[src/rtl/wake_timer_pkg.sv]
package wake_timer_pkg;
    typedef enum logic [1:0] {
        ST_SLEEP  = 2'd0,
        ST_CYCLES = 2'd1,
        ST_SETTLE = 2'd2,
        ST_RUN    = 2'd3
    } wake_state_e;

    localparam logic [2:0] SRC_EXTERNAL = 3'b000;
    localparam logic [2:0] SRC_XTAL_LO  = 3'b001;
    localparam logic [2:0] SRC_XTAL_MID = 3'b010;
    localparam logic [2:0] SRC_XTAL_HI  = 3'b011;
    localparam logic [2:0] SRC_RC       = 3'b100;
    localparam logic [2:0] SRC_WDOG     = 3'b101;
endpackage

[src/rtl/wake_src_decode.sv]
module wake_src_decode #(
    parameter int XTAL_CYCLES = 992,
    parameter int FAST_CYCLES = 224,
    parameter int CYC_W       = 10
) (
    input  logic [2:0]       src_code,
    output logic [CYC_W-1:0] cyc_limit
);
    import wake_timer_pkg::*;

    // Fast-starting sources get the short count; crystals and reserved codes the long one.
    always_comb begin
        unique case (src_code)
            SRC_EXTERNAL, SRC_RC, SRC_WDOG: cyc_limit = CYC_W'(FAST_CYCLES);
            default:                        cyc_limit = CYC_W'(XTAL_CYCLES);
        endcase
    end
endmodule

[src/rtl/wake_counter.sv]
module wake_counter #(
    parameter int W = 10
) (
    input  logic         clk,
    input  logic         rst_n,
    input  logic         clr,
    input  logic         inc,
    output logic [W-1:0] cnt
);
    always_ff @(posedge clk) begin
        if (!rst_n || clr) begin
            cnt <= '0;
        end else if (inc) begin
            cnt <= cnt + 1'b1;
        end
    end
endmodule

[src/rtl/osc_wake_timer.sv]
module osc_wake_timer #(
    parameter int XTAL_CYCLES  = 992,
    parameter int FAST_CYCLES  = 224,
    parameter int SETTLE_TICKS = 80
) (
    input  logic       clk,
    input  logic       rst_n,
    input  logic       wake_req,
    input  logic       sleep_req,
    input  logic [2:0] src_sel,
    input  logic       ref_tick,
    output logic       clk_ready
);
    import wake_timer_pkg::*;

    localparam int MAX_CYCLES = (XTAL_CYCLES > FAST_CYCLES) ? XTAL_CYCLES : FAST_CYCLES;
    localparam int CYC_W      = $clog2(MAX_CYCLES + 1);
    localparam int TICK_W     = $clog2(SETTLE_TICKS + 1);

    wake_state_e       state, state_nx;
    logic [2:0]        src_q;
    logic [CYC_W-1:0]  cyc_limit;
    logic [CYC_W-1:0]  cyc_cnt;
    logic [TICK_W-1:0] tick_cnt;
    logic              restart;
    logic              cyc_done;
    logic              settle_done;

    assign restart     = wake_req && (state != ST_RUN);
    assign cyc_done    = (state == ST_CYCLES) && (cyc_cnt == cyc_limit - 1'b1);
    assign settle_done = (state == ST_SETTLE) && ref_tick &&
                         (tick_cnt == TICK_W'(SETTLE_TICKS - 1));

    // Source code is captured only when a sequence starts.
    always_ff @(posedge clk) begin
        if (!rst_n || restart) begin
            src_q <= src_sel;
        end
    end

    wake_src_decode #(
        .XTAL_CYCLES(XTAL_CYCLES),
        .FAST_CYCLES(FAST_CYCLES),
        .CYC_W      (CYC_W)
    ) u_decode (
        .src_code (src_q),
        .cyc_limit(cyc_limit)
    );

    wake_counter #(.W(CYC_W)) u_cyc_cnt (
        .clk  (clk),
        .rst_n(rst_n),
        .clr  (restart || (state != ST_CYCLES) || cyc_done),
        .inc  (state == ST_CYCLES),
        .cnt  (cyc_cnt)
    );

    wake_counter #(.W(TICK_W)) u_tick_cnt (
        .clk  (clk),
        .rst_n(rst_n),
        .clr  ((state != ST_SETTLE) || settle_done),
        .inc  (ref_tick),
        .cnt  (tick_cnt)
    );

    // Next-state logic
    always_comb begin
        state_nx = state;
        if (restart) begin
            state_nx = ST_CYCLES;
        end else if (sleep_req) begin
            state_nx = ST_SLEEP;
        end else begin
            unique case (state)
                ST_SLEEP:  state_nx = ST_SLEEP;
                ST_CYCLES: if (cyc_done)    state_nx = ST_SETTLE;
                ST_SETTLE: if (settle_done) state_nx = ST_RUN;
                ST_RUN:    state_nx = ST_RUN;
            endcase
        end
    end

    // State register
    always_ff @(posedge clk) begin
        if (!rst_n) begin
            state <= ST_CYCLES;
        end else begin
            state <= state_nx;
        end
    end

    // Output register: the enable follows the state being entered.
    always_ff @(posedge clk) begin
        if (!rst_n) begin
            clk_ready <= 1'b0;
        end else begin
            clk_ready <= (state_nx == ST_RUN);
        end
    end


    ready_hold_chk: assert property (@(posedge clk) disable iff (!rst_n)
        (clk_ready && !sleep_req) |=> clk_ready);


    ready_rise_chk: assert property (@(posedge clk) disable iff (!rst_n)
        $rose(clk_ready) |-> $past(state == ST_SETTLE && ref_tick));


    cyc_bound_chk: assert property (@(posedge clk) disable iff (!rst_n)
        (state == ST_CYCLES) |-> (cyc_cnt < cyc_limit));


    wake_restart_chk: assert property (@(posedge clk) disable iff (!rst_n)
        (wake_req && state != ST_RUN) |=> (state == ST_CYCLES && cyc_cnt == '0 && !clk_ready));


    sleep_gate_chk: assert property (@(posedge clk) disable iff (!rst_n)
        (state == ST_SLEEP) |-> !clk_ready);
endmodule

[config.mk]
export PLATFORM = sky130hd
export DESIGN_NAME = osc_wake_timer
export DESIGN_NICKNAME = d
export VERILOG_FILES = /design/src/rtl/wake_timer_pkg.sv /design/src/rtl/wake_src_decode.sv /design/src/rtl/wake_counter.sv /design/src/rtl/osc_wake_timer.sv
export SDC_FILE = /design/constraint.sdc
export NUM_CORES = 1
export LEC_CHECK = 0
export CAP_MARGIN = 25
export CORE_MARGIN = 2
export CORE_UTILIZATION = 50
export DETAILED_ROUTE_END_ITERATION = 8
export PLACE_DENSITY = 0.82
export SETUP_SLACK_MARGIN = 0.5
export SLEW_MARGIN = 5
export SYNTH_ARGS = -nofsm -noshare
export SYNTH_HDL_FRONTEND = slang
export SYNTH_SLANG_ARGS = --single-unit
[constraint.sdc]
create_clock -name clk -period 2.8 [get_ports clk]
set_clock_uncertainty 0.05 [all_clocks]
set_input_delay 0.56 -clock clk [delete_from_list [all_inputs] [get_ports clk]]
set_output_delay 0.56 -clock clk [all_outputs]
set_load 0.1 [all_outputs]
==> results summary, run 1 <==
The flow ran to the end, and the final reports show no timing, DRC or antenna violations. At the later pin of the worst-skew pair, clock insertion delay measures 320 ps. The number of hold violations in the final report is 0. The area added between synthesis and finish came out at 13.3%. The cell count after synthesis came out at 107. The initial standard-cell utilization of the core is 53.4%.

The number of nets handed over by synthesis was 117. The final layout net count is 129. The number of global-route vias before repair came out at 782. The quantity of hold-fixing buffers added after cts came out at 0. The slew at the pin with the worst max-slew slack is 691 ps. In this run the horizontal extent of the chip is 49.8 um. The first global-routing pass estimated 3370 um of wire. Summing the sequential cell areas from Yosys gives 46.8% of the chip area.

After filler insertion, the fill cell instance count of the layout stands at 184. STA puts the critical path data required time at 2940 ps. The worst-case reg-to-reg path depth came out at 4.

The most critical setup path has its startpoint at src_q[0]. The total length of routed wires came out at 1940 um. The power after layout is 0.000528 W. The post-CTS setup buffer count came out at 0. Once the clock tree was built, the resizer swapped 0 gates to a different size. The final max-slew violation count came out at 0. The iteration count of the initial detailed-routing pass is 4. Of all nets on the critical path, the largest fanout is 2.

The synthesized netlist occupies a cell area of 1050 um2. The minimum clock period after layout is 2020 ps. The path class of the tightest hold or removal check is flop to flop. The signal on the critical path passes through nor2b_1 > or4_4 > a2111oi_1 > o21ai_0. The synthesized area per cell came out at 9.79 um2. The critical path contains buffers and inverters numbering 0 combined.

The register-to-register setup slack is 780 ps. The via count is 828. The total of endpoints with negative setup slack in the final report came out at 0. The ratio of final minimum period to clock period came out at 72.2%. Summed over all cells, the static leakage comes to 0.380 nW. The worst setup path is of the flop to flop kind. The post-synthesis sequential element count is 23. The arrival time reported for the critical path endpoint is 2160 ps.

The ratio of routed vias to standard cells is 5.71. The number of synthesized flops with an enable pin is 3. The share of the synthesized area in the top cell type came out at 38.2%.

The final routed DRC violation total came out at 0. After floorplanning, the core was divided into 16 placement rows. In this run the number of cells on the critical path is 4. The post-detailed-placement half-perimeter wirelength came out at 1460 um.

STA classifies the critical path endpoint as a flop. For this run, the total global-route usage over all layers was measured as 18.1%. For this design, the sink count on the clock tree is 23. Clock-pin slew was measured on the worst setup and hold paths at 130 ps. Among all stages on the critical path, the largest delay is contributed by a2111oi_1. In this run the critical register-to-register path is launched from src_q[0].

Yosys printed 0 warnings. Port buffering added 8 buffers. The number of design-rule violations left by the first detailed-router iteration is 19. The detailed-route wire length per cell is 13.4 um. STA classifies the critical path startpoint as a flop. In this run, distinct cell masters in the synthesized netlist total 31. Power spread over the standard cell area amounts to 445 nW/um2. The root buffer cell chosen for the clock tree is clkbuf_4.

The final RePlAce weighted congestion is 0.865. The deepest level of the CTS H-tree is 1. The worst IR drop on VDD came out at 307 uV. In the synthesized netlist, the cells that appear most often are dfxtp_1, nor3_1, nand2_1, nor2_1, xor2_1. The number of diodes is 0.

Yosys attributes the largest share of cell area to dfxtp_1, edfxtp_1, xor2_1. For this run the aggregate overflow at the end of global routing stands at 0. In this run the remaining antenna-violating nets after routing total 0. The worst-case clock buffer depth is 2. The worst pin sits at a relative slew slack of 53.8%. The die height came out at 49.8 um. The family of cells with the greatest summed delay on the critical path is compound AO/OA/AOI/OAI gates. The die covers 2480 um2. The top flip-flop cell by instance count after synthesis is dfxtp_1.

The cell taking the most area after synthesis is dfxtp_1. The delay of the slowest cell on the worst path is 700 ps. The number of antenna violations at the first check in global routing is 0.

The aggregate negative setup slack is 0 ps. The endpoint identified for the worst register-to-register timing path is state[0]. In this run the worst setup path terminates at state[0]. The fmax came out at 494 MHz.

The fraction of synthesis flops using an asynchronous set or reset pin came out at 0%. TritonCTS built the clock tree. The most common cell in the synthesized netlist is dfxtp_1.

The reported max-cap violation count is 0. The total core area is 1960 um2. The I/O pin total came out at 9. Entering global routing, the biggest net connects 15 pins. The share of layout cells above drive strength 1 is 8.47%.

Setup repair after global routing left no endpoint under its margin. The number of clock buffers added by TritonCTS is 3.
-- metal layers --
| layer | global-route usage (%) | wire length [um] |
|---|---|---|
| met5 | 0 | 0 |
| met4 | 9.72 | 44 |
| met3 | 3.03 | 69 |
| met2 | 30.7 | 982 |
| met1 | 21.6 | 845 |
-- registers in the layout (all words and copies together) (netlist names) --
signal and flops:
u_tick_cnt.cnt 7, src_q 3, clk_ready 1, u_cyc_cnt.cnt 10, state 2
-- how the worst min path moves through the flow --
stage | from | end | slack (ps) | depth (start not counted)
floorplan | u_cyc_cnt.cnt[0] | u_cyc_cnt.cnt[0] | 370 | 1
global placement | u_cyc_cnt.cnt[0] | u_cyc_cnt.cnt[0] | 390 | 1
detailed placement | u_cyc_cnt.cnt[0] | u_cyc_cnt.cnt[0] | 410 | 1
CTS | u_cyc_cnt.cnt[0] | u_cyc_cnt.cnt[0] | 430 | 1
global route | u_cyc_cnt.cnt[0] | u_cyc_cnt.cnt[0] | 450 | 1
finish | u_cyc_cnt.cnt[0] | u_cyc_cnt.cnt[0] | 420 | 1
-- area by class of cell --
cell class | count | area, um2 | share of cell area [%]
tap | 27 | 33.8 | 2.85
clock inverter | 1 | 7.51 | 0.633
clock buffer | 3 | 22.5 | 1.90
timing repair buffer | 8 | 77.6 | 6.54
sequential | 23 | 490 | 41.4
inverter | 1 | 3.75 | 0.316
multi-input combinational | 82 | 551 | 46.4
-- per-stage QoR --
| step | hold WS [ps] | cells | worst slack (ps) | utilization [%] | area (um2) |
|---|---|---|---|---|---|
| after global placement | 390 | 141 | 730 | 58.9 | 1150 |
| after global routing | 449 | 145 | 674 | 60.5 | 1190 |
| final | 422 | 145 | 778 | 60.5 | 1190 |
| after detailed placement | 408 | 141 | 649 | 58.9 | 1150 |
| after CTS | 426 | 145 | 625 | 60.4 | 1180 |
| after floorplan | 375 | 107 | 1060 | - | 1050 |
-- cell usage in the layout (no fill, tap or decap), types with 2 or more instances in the layout --
cell type	synthesis	final
clkbuf_4	0	3
clkdlybuf4s50_1	0	7
dfxtp_1	20	20
edfxtp_1	3	3
ha_1	2	2
nand2_1	10	10
nand2b_1	4	4
nand3_1	3	3
nand4_1	7	7
nor2_1	10	10
nor2b_1	2	2
nor3_1	11	11
nor3b_1	3	3
xnor2_1	5	5
xor2_1	9	9
-- report_power, final --
group | switching (W) | internal [W] | total (W) | leakage, nW
Sequential | 0.00000344 | 0.000339 | 0.000343 | 0.192
Combinational | 0.0000122 | 0.0000165 | 0.0000286 | 0.174
Clock | 0.000101 | 0.0000546 | 0.000156 | 0.0139
-- logic make-up after synthesis --
kind of cell / Yosys count / synth area share [%]
compound gates: 9 / 8.60
xor+xnor: 14 / 11.7
fa+ha+maj: 2 / 2.39
buf+inv: 2 / 0.716
flops: 23 / 46.8
mux: 1 / 0.956
simple gates: 56 / 28.8
Power figures use the tool's default switching activity.
==> inputs of run 2 (changes only) <==
- clock period: 2.8 -> 2 ns (I/O delays scaled with it)
==> run 2 against run 1 <==
Effect of this change:
- core utilization up 3.4 points
- cell count grew 2.8%
- clock power grew 31%
- non-clock buffer count is 4 higher
- count of clock-buffer cells in the layout rose by 1
- wire length is 3.3% lower
- worst hold slack worse by 2.3 ps
- worst setup slack worse by 470 ps
- sequential share of layout area shrank 1.9 points
- first-iteration DRC count shrank 16%
- global-route usage fell by 1.4 points
- largest cell class unchanged
- largest power group unchanged
- highest routed layer unchanged
==> results summary, run 2 (synthesis gave the netlist of run 1 again) <==
The number of antenna violations at the first check in global routing is 0 (unchanged). The flip-flop count of the largest register, all copies and words added came out at 10 (unchanged). The quantity of hold-fixing buffers added after cts is 0 (unchanged). The cell area power density came to 585 nW/um2 (+32%). The chip width was 49.8 um (unchanged). The worst hold path stage count came out at 1 (unchanged). The I/O pin total came out at 9 (unchanged). The number of clock sinks seen by CTS is 23 (unchanged). The initial standard-cell utilization of the core is 53.4% (unchanged). The critical path goes through nor2b_4 > or4_4 > a2111oi_4 > buf_6 > nor3_1. The total length of routed wires came out at 1880 um (-3.3%). The delay of the slowest cell on the worst path came to 450 ps (-250 ps). The count of port buffers added during placement came out at 8 (unchanged). The number of design-rule violations left by the first detailed-router iteration was 16 (-3). The worst-case clock buffer depth came to 2 (unchanged). The final worst slack is 303 ps (-475 ps). The insertion delay to the later sink of the worst-skew pair was 300 ps (-20 ps). The library cell used most frequently in the layout, excluding fill and tap cells, is dfxtp_1.

The reported max-cap violation count is 0 (unchanged). The worst-case reg-to-reg path depth came out at 5 (+1). The instance area after placement is 1190 um2 (+2.7%). The count of nets left with antenna violations after detail routing came out at 0 (unchanged). In the layout the commonest cells are dfxtp_1, nor3_1, nand2_1, nor2_1, xor2_1. The switching power as a share of total power came out at 20.8% (-1.4 points). The number of hold violations in the final report is 0 (unchanged). The die height came to 49.8 um (unchanged). The final RePlAce weighted congestion is 0.870 (+0.59%). More flip-flops sit in one register than any other, and that register is u_cyc_cnt.cnt. The maximum number of pins on one net before global-route repair came out at 13 (-2). The ratio of final minimum period to clock period came out at 84.9% (+13 points).

The clock root buffer is clkbuf_4. The worst setup path is captured at a flop. The final max-slew violation count came out at 0 (unchanged). The share of layout cells above drive strength 1 came to 16.4% (+7.9 points).

The clock power share came to 28.0% (-1.6 points). The global-route usage over all layers came out at 16.7% (-1.4 points). The fmax is 589 MHz (+19%). The number of diodes is 0 (unchanged). The flow ran to the end, and the final reports show no timing, DRC or antenna violations.

The slew at the pin with the worst max-slew slack is 446 ps (-245 ps). The static leakage is 0.409 nW (+7.6%). The worst IR drop on VDD is 395 uV (+29%).

The share of power burned in registers came to 65.7% (+0.7 points). The final layout net count came out at 133 (+3.1%). The total of endpoints with negative setup slack in the final report is 0 (unchanged). The post-route cell area came out at 1250 um2 (+5.6%). The register area came to 494 um2 (+0.77%). The cell-internal power came out at 0.000580 W (+41%).

The total core area came out at 1960 um2 (unchanged). The power after layout came out at 0.000732 W (+39%). The number of filler cells placed in the layout is 179 (-2.7%). The combinational cell fraction of total power is 6.3% (+0.9 points). The ratio of routed vias to standard cells was 5.52 (-3.4%).

The clock tree from TritonCTS is done. The area added between synthesis and finish is 19.6%. The aggregate negative setup slack is 0 ps (unchanged). The minimum clock period after layout is 1700 ps (-325 ps).

Among all stages on the critical path, the largest delay is contributed by or4_4. The arrival time reported for the critical path endpoint is 1840 ps (-320 ps). The global-route wire length before repair came out at 3180 um (-5.7%). The number of global-route vias before repair came to 762 (-2.6%). The post-detailed-placement half-perimeter wirelength came to 1330 um (-9.1%). In the final layout, the registers with the most flip-flops are u_cyc_cnt.cnt x10, u_tick_cnt.cnt x7, src_q x3. The clock-pin slew on the worst setup and hold paths came to 120 ps (about the same).

The aggregate global routing overflow came out at 0 (unchanged). The via count came out at 822 (-0.72%). The detailed-route wire length per cell was 12.6 um (-5.9%). STA classifies the critical path startpoint as a flop.

The required time of the worst setup path is 2140 ps (-800 ps). The CTS buffer count is 3 (unchanged). The worst setup slack after placement came to 153 ps (-496 ps). The final routed DRC violation total came to 0 (unchanged). The category of the most critical setup path is flop to flop. The deepest level of the CTS H-tree came out at 1 (unchanged). The number of standard-cell rows in the floorplan came out at 16 (unchanged). Setup repair after global routing could not meet its margin everywhere. The overall die area came out at 2480 um2 (unchanged).

The power dissipated by switching net loads was 0.000152 W (+30%). The maximum fanout encountered on the critical timing path was 10 (+8). The iteration count of the initial detailed-routing pass came out at 4 (unchanged).

The kind of path behind the tightest hold check is flop to flop. The total area of multi-input combinational cells came out at 583 um2 (+5.9%). The relative slew slack was 70.2% (+16 points).
run 2: metal layers:
| layer | part of all wire [%] | up-vias | GRT usage [%] |
|---|---|---|---|
| li1 | - | 417 | - |
| met1 | 43 | 387 | 19.5 |
| met2 | 52 | 14 | 28.9 |
| met3 | 3.6 | 4 | 3.33 |
| met4 | 1.7 | 0 | 8.33 |
| met5 | 0 | - | 0 |
run 2: what timing repair did:
item                                   CTS  global route
endpoints found under the hold margin    0             0
gates resized for setup                  4             4
setup endpoints to repair               13            22
pin swaps                                1             0
cloned                                   0             0
buffers inserted                         0             1
run 2: per-stage QoR:
stage          hold WS (ps)  utilization (%)  std cells
2_1_floorplan           375                -        107
3_3_place_gp            388             60.5        144
3_5_place_dp            409             60.5        144
4_1_cts                 424             62.9        148
5_1_grt                 459             63.8        149
6_report                419             63.8        149
run 2: power by group through the flow:
stage	sequential (W)	combinational, W	clock [W]
floorplan	0.000490	0.0000213	0
global placement	0.000491	0.0000432	0
detailed placement	0.000491	0.0000442	0
CTS	0.000481	0.0000456	0.000215
global route	0.000483	0.0000498	0.000238
finish	0.000481	0.0000461	0.000205
run 2: critical path: cells and delay by family, from the launching register on:
family | cells | cell delay (ps)
AND/OR/NAND/NOR | 3 | 650
flip-flops | 1 | 390
AO/OA/AOI/OAI | 1 | 320
buffers and inverters | 1 | 180
run 2: layout make-up:
type / count / share of cell area, %
well taps: 27 / 2.70
flip-flops and latches: 23 / 39.5
multi-input cells: 82 / 46.6
clock buffers: 4 / 2.10
repair buffers: 12 / 8.89
inverters: 1 / 0.300
run 2: worst paths after layout:
check,start,slack [ps],end
setup / recovery,src_q[0],300,u_cyc_cnt.cnt[0]
hold / removal,u_cyc_cnt.cnt[0],420,u_cyc_cnt.cnt[0]
setup reg to reg,src_q[0],300,u_cyc_cnt.cnt[0]
hold reg to reg,u_cyc_cnt.cnt[0],420,u_cyc_cnt.cnt[0]
